File: src/rtl/mbus_pkg.sv
package mbus_pkg;
   typedef enum logic [2:0] {
      ST_IDLE,
      ST_SEL,
      ST_CA,
      ST_LAT,
      ST_WR,
      ST_RD,
      ST_HOLD
   } mbus_state_e;

   localparam int CA_BYTES = 6;
   localparam int CA_W     = 8 * CA_BYTES;
   localparam int UPPER_W  = 29;
   localparam int GAP_W    = 13;
endpackage

File: src/rtl/mbus_ca_build.sv
module mbus_ca_build
   import mbus_pkg::*;
#(
   parameter int ADDR_W       = 24,
   parameter bit LINEAR_BURST = 1'b1
) (
   input  logic              rd,
   input  logic              reg_space,
   input  logic [ADDR_W-2:0] addr,
   output logic [CA_W-1:0]   ca
);
   localparam int UP_W = ADDR_W - 4;

   if (UP_W < 1 || UP_W > UPPER_W) begin : g_bad_addr_w
      $error("mbus_ca_build: ADDR_W must lie in 5..33");
   end

   logic [UPPER_W-1:0] upper;

   always_comb begin
      upper            = '0;
      upper[UP_W-1:0]  = addr[ADDR_W-2:3];
      ca               = {rd, reg_space, LINEAR_BURST, upper, {GAP_W{1'b0}}, addr[2:0]};
   end
endmodule

File: src/rtl/mbus_lat_timer.sv
module mbus_lat_timer #(
   parameter int LATENCY = 6
) (
   input  logic clk,
   input  logic rst_n,
   input  logic load,
   input  logic dbl_in,
   input  logic run,
   output logic last
);
   localparam int SINGLE_EDGES = 2 * LATENCY;
   localparam int DOUBLE_EDGES = 4 * LATENCY;
   localparam int CNT_W        = $clog2(DOUBLE_EDGES + 1);

   logic [CNT_W-1:0] cnt;
   logic             dbl;

   always_ff @(posedge clk or negedge rst_n) begin
      if (!rst_n) begin
         cnt <= '0;
         dbl <= 1'b0;
      end else if (load) begin
         cnt <= '0;
         dbl <= dbl_in;
      end else if (run) begin
         cnt <= cnt + CNT_W'(1);
      end
   end

   assign last = run && (cnt == (dbl ? CNT_W'(DOUBLE_EDGES - 1) : CNT_W'(SINGLE_EDGES - 1)));
endmodule

File: src/rtl/mbus_strobe_capture.sv
module mbus_strobe_capture #(
   parameter int LANES = 2
) (
   input  logic               clk,
   input  logic               rst_n,
   input  logic               clear,
   input  logic               en,
   input  logic               strobe,
   input  logic [7:0]         din,
   output logic [8*LANES-1:0] word,
   output logic               done
);
   localparam int IDX_W = (LANES > 1) ? $clog2(LANES) : 1;

   logic             strobe_q;
   logic [IDX_W-1:0] idx;
   logic             hit;

   assign hit  = en && (strobe != strobe_q);
   assign done = hit && (idx == IDX_W'(LANES - 1));

   always_ff @(posedge clk or negedge rst_n) begin
      if (!rst_n) begin
         strobe_q <= 1'b0;
         idx      <= '0;
      end else begin
         strobe_q <= strobe;
         if (clear)    idx <= '0;
         else if (hit) idx <= idx + IDX_W'(1);
      end
   end

   for (genvar l = 0; l < LANES; l++) begin : g_lane
      logic [7:0] lane_q;
      always_ff @(posedge clk or negedge rst_n) begin
         if (!rst_n)                         lane_q <= '0;
         else if (hit && idx == IDX_W'(l))   lane_q <= din;
      end
      assign word[8*(LANES-1-l) +: 8] = lane_q;
   end
endmodule

File: src/rtl/ddr_dual_master.sv
module ddr_dual_master
   import mbus_pkg::*;
#(
   parameter int ADDR_W       = 24,
   parameter int WORD_BYTES   = 2,
   parameter int LATENCY      = 6,
   parameter int HOLD_CYC     = 2,
   parameter bit LINEAR_BURST = 1'b1
) (
   input  logic                    clk,
   input  logic                    rst_n,
   input  logic                    dev_reset_n,
   input  logic                    req_valid,
   output logic                    req_ready,
   input  logic                    req_write,
   input  logic                    req_reg,
   input  logic [ADDR_W-1:0]       req_addr,
   input  logic [8*WORD_BYTES-1:0] req_wdata,
   input  logic [WORD_BYTES-1:0]   req_be,
   output logic                    rsp_valid,
   output logic [8*WORD_BYTES-1:0] rsp_rdata,
   output logic                    bus_ck,
   output logic [1:0]              bus_cs_n,
   output logic [7:0]              bus_dq_o,
   output logic                    bus_dq_oe,
   input  logic [7:0]              bus_dq_i,
   output logic                    bus_rwds_o,
   output logic                    bus_rwds_oe,
   input  logic                    bus_rwds_i
);
   localparam int DW      = 8 * WORD_BYTES;
   localparam int MAX_AB  = (CA_BYTES > WORD_BYTES) ? CA_BYTES : WORD_BYTES;
   localparam int SEQ_MAX = (MAX_AB > HOLD_CYC) ? MAX_AB : HOLD_CYC;
   localparam int SEQ_W   = $clog2(SEQ_MAX + 1);

   if (LATENCY < 2 || LATENCY > 16) begin : g_bad_latency
      $error("ddr_dual_master: LATENCY must lie in 2..16");
   end
   if (HOLD_CYC < 2) begin : g_bad_hold
      $error("ddr_dual_master: HOLD_CYC must cover one bus clock (>= 2)");
   end
   if (WORD_BYTES < 1 || WORD_BYTES > 8) begin : g_bad_word
      $error("ddr_dual_master: WORD_BYTES must lie in 1..8");
   end

   mbus_state_e       st;
   logic [SEQ_W-1:0]  seq;
   logic              ck_q;
   logic [1:0]        cs_q;
   logic [CA_W-1:0]   ca_q;
   logic              wr_q;
   logic              tgt_q;
   logic [DW-1:0]     wdata_q;
   logic [WORD_BYTES-1:0] be_q;
   logic              rsp_q;

   logic [CA_W-1:0]   ca_new;
   logic              accept;
   logic              ca_last, wr_last, hold_last;
   logic              lat_last, cap_done;
   logic [DW-1:0]     cap_word;

   assign req_ready = (st == ST_IDLE) && dev_reset_n;
   assign accept    = req_valid && req_ready;
   assign ca_last   = (st == ST_CA)   && (seq == SEQ_W'(CA_BYTES - 1));
   assign wr_last   = (st == ST_WR)   && (seq == SEQ_W'(WORD_BYTES - 1));
   assign hold_last = (st == ST_HOLD) && (seq == SEQ_W'(HOLD_CYC - 1));

   mbus_ca_build #(
      .ADDR_W       (ADDR_W),
      .LINEAR_BURST (LINEAR_BURST)
   ) i_ca_build (
      .rd        (!req_write),
      .reg_space (req_reg),
      .addr      (req_addr[ADDR_W-2:0]),
      .ca        (ca_new)
   );

   mbus_lat_timer #(
      .LATENCY (LATENCY)
   ) i_lat_timer (
      .clk    (clk),
      .rst_n  (rst_n),
      .load   (ca_last),
      .dbl_in (bus_rwds_i),
      .run    (st == ST_LAT),
      .last   (lat_last)
   );

   mbus_strobe_capture #(
      .LANES (WORD_BYTES)
   ) i_capture (
      .clk    (clk),
      .rst_n  (rst_n),
      .clear  (accept),
      .en     (st == ST_RD),
      .strobe (bus_rwds_i),
      .din    (bus_dq_i),
      .word   (cap_word),
      .done   (cap_done)
   );

   always_ff @(posedge clk or negedge rst_n) begin
      if (!rst_n) begin
         st      <= ST_IDLE;
         seq     <= '0;
         ck_q    <= 1'b0;
         cs_q    <= 2'b11;
         ca_q    <= '0;
         wr_q    <= 1'b0;
         tgt_q   <= 1'b0;
         wdata_q <= '0;
         be_q    <= '0;
         rsp_q   <= 1'b0;
      end else if (!dev_reset_n) begin
         st    <= ST_IDLE;
         seq   <= '0;
         ck_q  <= 1'b0;
         cs_q  <= 2'b11;
         rsp_q <= 1'b0;
      end else begin
         rsp_q <= 1'b0;
         unique case (st)
            ST_IDLE: begin
               if (accept) begin
                  st      <= ST_SEL;
                  ca_q    <= ca_new;
                  wr_q    <= req_write;
                  tgt_q   <= req_addr[ADDR_W-1];
                  wdata_q <= req_wdata;
                  be_q    <= req_be;
                  cs_q    <= req_addr[ADDR_W-1] ? 2'b01 : 2'b10;
               end
            end
            ST_SEL: begin
               st   <= ST_CA;
               seq  <= '0;
               ck_q <= 1'b1;
            end
            ST_CA: begin
               ck_q <= ~ck_q;
               if (ca_last) begin
                  st  <= ST_LAT;
                  seq <= '0;
               end else begin
                  seq <= seq + SEQ_W'(1);
               end
            end
            ST_LAT: begin
               ck_q <= ~ck_q;
               if (lat_last) begin
                  st  <= wr_q ? ST_WR : ST_RD;
                  seq <= '0;
               end
            end
            ST_WR: begin
               if (wr_last) begin
                  st   <= ST_HOLD;
                  seq  <= '0;
                  ck_q <= 1'b0;
               end else begin
                  seq  <= seq + SEQ_W'(1);
                  ck_q <= ~ck_q;
               end
            end
            ST_RD: begin
               if (cap_done) begin
                  st   <= ST_HOLD;
                  seq  <= '0;
                  ck_q <= 1'b0;
               end else begin
                  ck_q <= ~ck_q;
               end
            end
            ST_HOLD: begin
               if (hold_last) begin
                  st    <= ST_IDLE;
                  seq   <= '0;
                  cs_q  <= 2'b11;
                  rsp_q <= 1'b1;
               end else begin
                  seq <= seq + SEQ_W'(1);
               end
            end
            default: st <= ST_IDLE;
         endcase
      end
   end

   logic [CA_W-1:0]       ca_sh;
   logic [DW-1:0]         wd_sh;
   logic [WORD_BYTES-1:0] be_sh;

   always_comb begin
      ca_sh = ca_q << (8 * seq);
      wd_sh = wdata_q << (8 * seq);
      be_sh = be_q << seq;
      unique case (st)
         ST_CA:   bus_dq_o = ca_sh[CA_W-1 -: 8];
         ST_WR:   bus_dq_o = wd_sh[DW-1 -: 8];
         default: bus_dq_o = 8'h00;
      endcase
   end

   assign bus_dq_oe   = (st == ST_CA) || (st == ST_WR);
   assign bus_rwds_oe = (st == ST_WR) && tgt_q;
   assign bus_rwds_o  = bus_rwds_oe && !be_sh[WORD_BYTES-1];
   assign bus_ck      = ck_q;
   assign bus_cs_n    = cs_q;
   assign rsp_valid   = rsp_q;
   assign rsp_rdata   = cap_word;
endmodule

File: config.mk
export PLATFORM = sky130hd
export DESIGN_NAME = ddr_dual_master
export DESIGN_NICKNAME = d
export VERILOG_FILES = /design/src/rtl/mbus_pkg.sv /design/src/rtl/mbus_ca_build.sv /design/src/rtl/mbus_lat_timer.sv /design/src/rtl/mbus_strobe_capture.sv /design/src/rtl/ddr_dual_master.sv
export SDC_FILE = /design/constraint.sdc
export NUM_CORES = 1
export LEC_CHECK = 0
export ABC_AREA = 1
export BUFFER_PORTS_ARGS = -buffer_cell sky130_fd_sc_hd__buf_2
export CELL_PAD_IN_SITES_DETAIL_PLACEMENT = 1
export CELL_PAD_IN_SITES_GLOBAL_PLACEMENT = 2
export CORE_MARGIN = 4
export CORE_UTILIZATION = 28
export CTS_CLUSTER_SIZE = 14
export DETAILED_ROUTE_END_ITERATION = 8
export PLACE_DENSITY_LB_ADDON = 0.1
export REMOVE_ABC_BUFFERS = 1
export SLEW_MARGIN = 20
export SYNTH_ARGS = -nofsm -noshare
export SYNTH_HDL_FRONTEND = slang
export SYNTH_SLANG_ARGS = --single-unit
export TNS_END_PERCENT = 5
File: constraint.sdc
create_clock -name clk -period 1.39 [get_ports clk]
set_input_delay 0.139 -clock clk [delete_from_list [all_inputs] [get_ports clk]]
set_output_delay 0.139 -clock clk [all_outputs]
set_load 0.01 [all_outputs]
* After elaboration in Yosys (flattened, before gate mapping)
Index checks and enable logic that the tools add are counted.
** Storage, ports and cells
- Output and inout port bits :: 32
- Word-level logic and storage cells :: 99
- Flip-flop bits (word level) :: 80
** Operators by class
- Eq/ne operators :: 19
- Shift-type cells :: 3
- Add/subtract/negate cells :: 3
- Bitwise operators :: 2
- Muxes and demuxes :: 34
- Reductions and logical operators :: 22
** Operators with widths (count)
- $shl A48 B6 Y48 :: 1
- $mux W3 :: 13
- $pmux W3 S7 :: 1
- $ne A3 B3 Y1 const B :: 6
- $pmux W3 S6 :: 1
- $pmux W8 S2 :: 1
- $shl A16 B6 Y16 :: 1
- $mux W5 :: 3
- $eq A3 B3 Y1 const B :: 4
- $logic_and A1 B1 Y1 :: 11
- $mux W1 :: 9
- $reduce_and A3 Y1 :: 3
- $mux W2 :: 4
- $ne A7 B1 Y1 const B :: 1
- $eq A3 B1 Y1 const B :: 2
- $eq A3 B2 Y1 const B :: 2
- $reduce_and A6 Y1 :: 1
- $add A5 B1 Y5 const B :: 1
- $eq A5 B5 Y1 :: 1
- $ne A5 B2 Y1 const B :: 1
- $pmux W1 S4 :: 1
- $pmux W2 S2 :: 1
- $reduce_bool A2 Y1 :: 2
- $add A3 B1 Y3 const B :: 1
- other kinds (9) :: 11

* Longest topological paths before layout
- Depth after elaboration :: 6
- Mapped depth :: 10
- Gate-level depth less buffers :: 10

* Modules after synthesis
Synthesis repeated with hierarchy kept, for this count alone.
** Unflattened totals
- Cell total of the unflattened synthesis :: 699
- Area total of the unflattened synthesis :: 5370.2 µm²
** Modules (own cells, without submodules)
- ddr_dual_master :: area each 3938.8 µm², instances 1, cells an instance 526, seq. area each 1954.4 µm²
- mbus_strobe_capture :: area each 762.0 µm², instances 1, cells an instance 84, seq. area each 450.4 µm²
- mbus_ca_build :: area each 367.9 µm², instances 1, cells an instance 50, seq. area each 0.0 µm²
- mbus_lat_timer :: area each 301.5 µm², instances 1, cells an instance 39, seq. area each 150.1 µm²

* Worst setup path before layout
No wires, ideal clock.
- Path kind :: register to output
- From :: register st[2]
- To :: output port bus_dq_o[4]
- Data required time :: 1.251 ns
- Buffers on the path :: 0
- Slack :: -0.066 ns
- Cell stages (with the launch flop) :: 6
- Arrival time :: 1.317 ns
- Path through :: dfrtp_1 -> inv_4 -> nand3_4 -> nor2_1 -> inv_1 -> o32ai_1
** On the way
- Longest elaborated chain between the ends :: 2
- Elaborated cells between the ends (all ways) :: 3
** RTL lines
- start, declared :: RTL line ddr_dual_master.sv:46 : mbus_state_e st;
- start signal, assigned :: RTL line ddr_dual_master.sv:152 : st <= wr_q ? ST_WR : ST_RD;
- $eq A3 B3 Y1 / $eq A3 B2 Y1 (equally long branches) :: RTL line ddr_dual_master.sv:198 : unique case (st)
- $pmux W8 S2 (*) :: RTL line ddr_dual_master.sv:198
- end, declared :: RTL line ddr_dual_master.sv:24 : output logic [7:0] bus_dq_o,
Mark *: on every way between the ends. The rest lies on a longest branch, timed or not.

* Worst setup path after layout
- From :: register seq[0]
- To :: output port bus_dq_o[5]
** On the way
- Longest elaborated chain between the ends :: 2
- Elaborated cells between the ends (all ways) :: 3
** RTL lines
- start, declared :: RTL line ddr_dual_master.sv:47 : logic [SEQ_W-1:0] seq;
- start signal, assigned :: RTL line ddr_dual_master.sv:146 : seq <= seq + SEQ_W'(1);
- start signal, assigned :: RTL line ddr_dual_master.sv:162 : seq <= seq + SEQ_W'(1);
- start signal, assigned :: RTL line ddr_dual_master.sv:182 : seq <= seq + SEQ_W'(1);
- $shl A48 B6 Y48 / $shl A16 B6 Y16 (equally long branches) :: RTL line ddr_dual_master.sv:195, ddr_dual_master.sv:196
- $pmux W8 S2 (*) :: RTL line ddr_dual_master.sv:198
Marks and branches as above.

==> flow_metrics.tcl <==
set metrics [dict create \
    maxCapViolations 0 \
    core_um2 13800 \
    whs_ns 0.00771 \
    worst_ep_required_time_ns 1.25 \
    detail_route.vias_per_cell 4.51 \
    ant_nets 0 \
    relSlewSlack 0.710 \
    tightest_slew_ns 0.435 \
    startpoint_type "register" \
    hold_viol 0 \
    die_area_um2 16000 \
    synth_edf_count 0 \
    critical_path.slowest_cell "dfrtp_2" \
    setup_viol 70 \
    regToRegEndpoint "st[2]" \
    netlist_instances 496 \
    worstHoldStart "req_addr[11]" \
    cts_tree "done" \
    seq_area_frac_synth 0.510 \
    dr.pass1.iters 4 \
    die_y_um 126 \
    final.min_clock_period_ns 1.76 \
    outcome "finished, violations left" \
    yosys-mux-area-fraction 0 \
    layout.cells.non_filler 832 \
    overflow 0 \
    wire_per_inst_um 14.5 \
    routed_wl_um 12000 \
    synthXorXnorAreaFrac 0.00223 \
    end_kind "primary output" \
    hold_path.class "input pin to register" \
    dr_wl_met2_um 5560 \
    r2r_start "st[1]" \
    die-width_um 126 \
    synth_most_common_cell "nand2_1" \
    crit_arrival_ns 1.62 \
    rsz0062_at_grt "yes" \
    drcViolationCount 0 \
    max_stage_delay_ns 0.44 \
    synth_top_area_cell "dfrtp_1" \
    dp.cells 795 \
    ys_seq_elements 80 \
    crit_start "seq[0]" \
    synth-simple-area-share 0.267 \
    cts.path.max_buffers 2 \
    cts_sinks 80 \
    yosys_warnings 0 \
    min_to "ca_q[24]" \
    synthTopCellsByCount "194 x nand2_1, 78 x dfrtp_1, 57 x o21ai_0" \
    period_share 1.27 \
    ir_drop_mv 0.690 \
    num_rows 43 \
    clkTransAtPathRegs_ns 0.06 \
    routabilityCongestion 0.752 \
    netlist_area_um2 3930 \
    numCtsBuffers 9 \
    clockRootBuffer "clkbuf_16" \
    highest_layer "met4" \
    worstHoldPathCells 3 \
    port_buffers 88 \
    via_count 3753 \
    dpl.hpwl_um 8780 \
    syn_avg_cell_area_um2 7.92 \
    leakagePower_nw 3.00 \
    r2r_slack_ns -0.25 \
    path_cells "buf_4 > nor2_4 > nand3_2 > o21ai_2 > a21oi_2 > nor2_1 > buf_2" \
    violations "negative setup slack" \
    first_iter_violations 128 \
    synth-adder-area-share 0.0191 \
    syn_to_final_growth_pct 47.1 \
    synth_compound_area_frac 0.120 \
    setup_tns_ns -8.66 \
    async_flop_share 1.00 \
    diodes 0 \
    cp_max_fo 5 \
    powerDensity_nw_per_um2 1800 \
    antenna_found_initial 0 \
    grt_pass1_vias 4023 \
    max_freq_mhz 568 \
    grt_pass1_wl_um 20000 \
    ys_types 35 \
    setup_ws_ns -0.371 \
    cts-htree-levels 3 \
    synth_top_family_by_area "simple AND/OR/NAND/NOR gates" \
    path_class "register to primary output" \
    yosys.area.top_type_share 0.497 \
    initial_core_util 0.284 \
    drive_gt1_frac 0.357 \
    wl_met3_um 391 \
    grt_use_total 0.155 \
    grt_max_degree 44 \
    r2r_cells 11 \
    ys_dominant_reg_cell "dfrtp_1" \
    io_pins 89 \
    yosys-top-cells-area "dfrtp_1 50%, nand2_1 19%, o21ai_0 7.3%, inv_1 4.6%, nor2_1 2.6%" \
    nets 711 \
    nFillCells 1636 \
    finalMaxSlewViolations 0 \
    worstSkewPairLatency_ns 0.34 \
    wl_met1_um 5900 \
    skew_ns 0.00576 \
]
## cell usage in the layout (no fill, tap or decap), types with 6 or more instances in the layout
cell,count
a21oi_1,9
buf_12,6
buf_2,85
buf_4,39
buf_6,15
clkbuf_16,9
dfrtp_1,73
dlygate4sd3_1,14
inv_1,41
inv_2,7
nand2_1,178
nand2_2,13
nand3_1,13
nor2_1,18
nor2_4,9
o21ai_0,40
o21ai_1,14
## per-stage QoR
step | setup slack (ns) | total power [W] | utilization | instance area, µm²
3_3_place_gp | -0.201 | 0.00707 | 0.356 | 4920
2_1_floorplan | -0.823 | 0.00546 | - | 3810
4_1_cts | -0.394 | 0.0101 | 0.399 | 5520
3_5_place_dp | -0.244 | 0.00718 | 0.356 | 4920
5_1_grt | -0.455 | 0.0113 | 0.418 | 5780
6_report | -0.371 | 0.0104 | 0.418 | 5780
## registers in the layout, indices dropped and copies added (netlist names), 2 cells and up
name	cells
be_q	2
bus_cs_n	2
ca_q	26
i_capture.g_lane.lane_q	16
i_lat_timer.cnt	5
seq	3
st	3
wdata_q	16
## report_power, final
part | switching, W | total (W) | internal [W]
Clock | 0.000940 | 0.00260 | 0.00166
Sequential | 0.000458 | 0.00366 | 0.00321
Combinational | 0.00238 | 0.00415 | 0.00177
## worst max path at each step
stage	end	slack (ns)
2_1_floorplan	wr_q	-0.82
6_report	bus_dq_o[5]	-0.37
4_1_cts	bus_dq_o[7]	-0.39
3_3_place_gp	st[0]	-0.20
5_1_grt	bus_dq_o[5]	-0.45
3_5_place_dp	st[0]	-0.24
## critical path: cells and delay by family, from the launching register on
| kind | cells | cell delay [ns] |
|---|---|---|
| and+or+nand+nor | 3 | 0.43 |
| AOI/OAI and AO/OA | 2 | 0.11 |
| buffers and inverters | 2 | 0.31 |
| DFF | 1 | 0.44 |
## per-layer routing
layer  GRT usage  vias to the layer above
li1            -                     1872
met1       0.218                     1812
met2       0.241                       55
met3      0.0282                       14
met4      0.0549                        0
met5           0                        -
## layout make-up
| class | instances | area, µm² | area share |
|---|---|---|---|
| clock inverter | 3 | 65.1 | 0.0113 |
| clock buffer | 12 | 256 | 0.0444 |
| tap | 180 | 225 | 0.0390 |
| timing repair buffer | 159 | 1150 | 0.199 |
| sequential | 80 | 2010 | 0.348 |
| multi-input combinational | 345 | 1850 | 0.320 |
| inverter | 53 | 226 | 0.0392 |
## what timing repair did
action | in CTS | in global routing
hold buffers | 14 | 0
setup endpoints to repair | 88 | 91
setup buffers | 5 | 3
resized for setup | 42 | 70
pin swaps | 5 | 10
hold endpoints to repair | 37 | 0
## cell families (layout without fill, tap and decap cells)
kind of cell,Yosys count,count (layout)
adder cells (fa/ha/maj),6,6
XOR/XNOR,1,1
buffers and inverters,71,227
AND/OR/NAND/NOR,251,251
AO/OA/AOI/OAI,87,87
flip-flops,80,80
(Power assumes the default switching activity.)
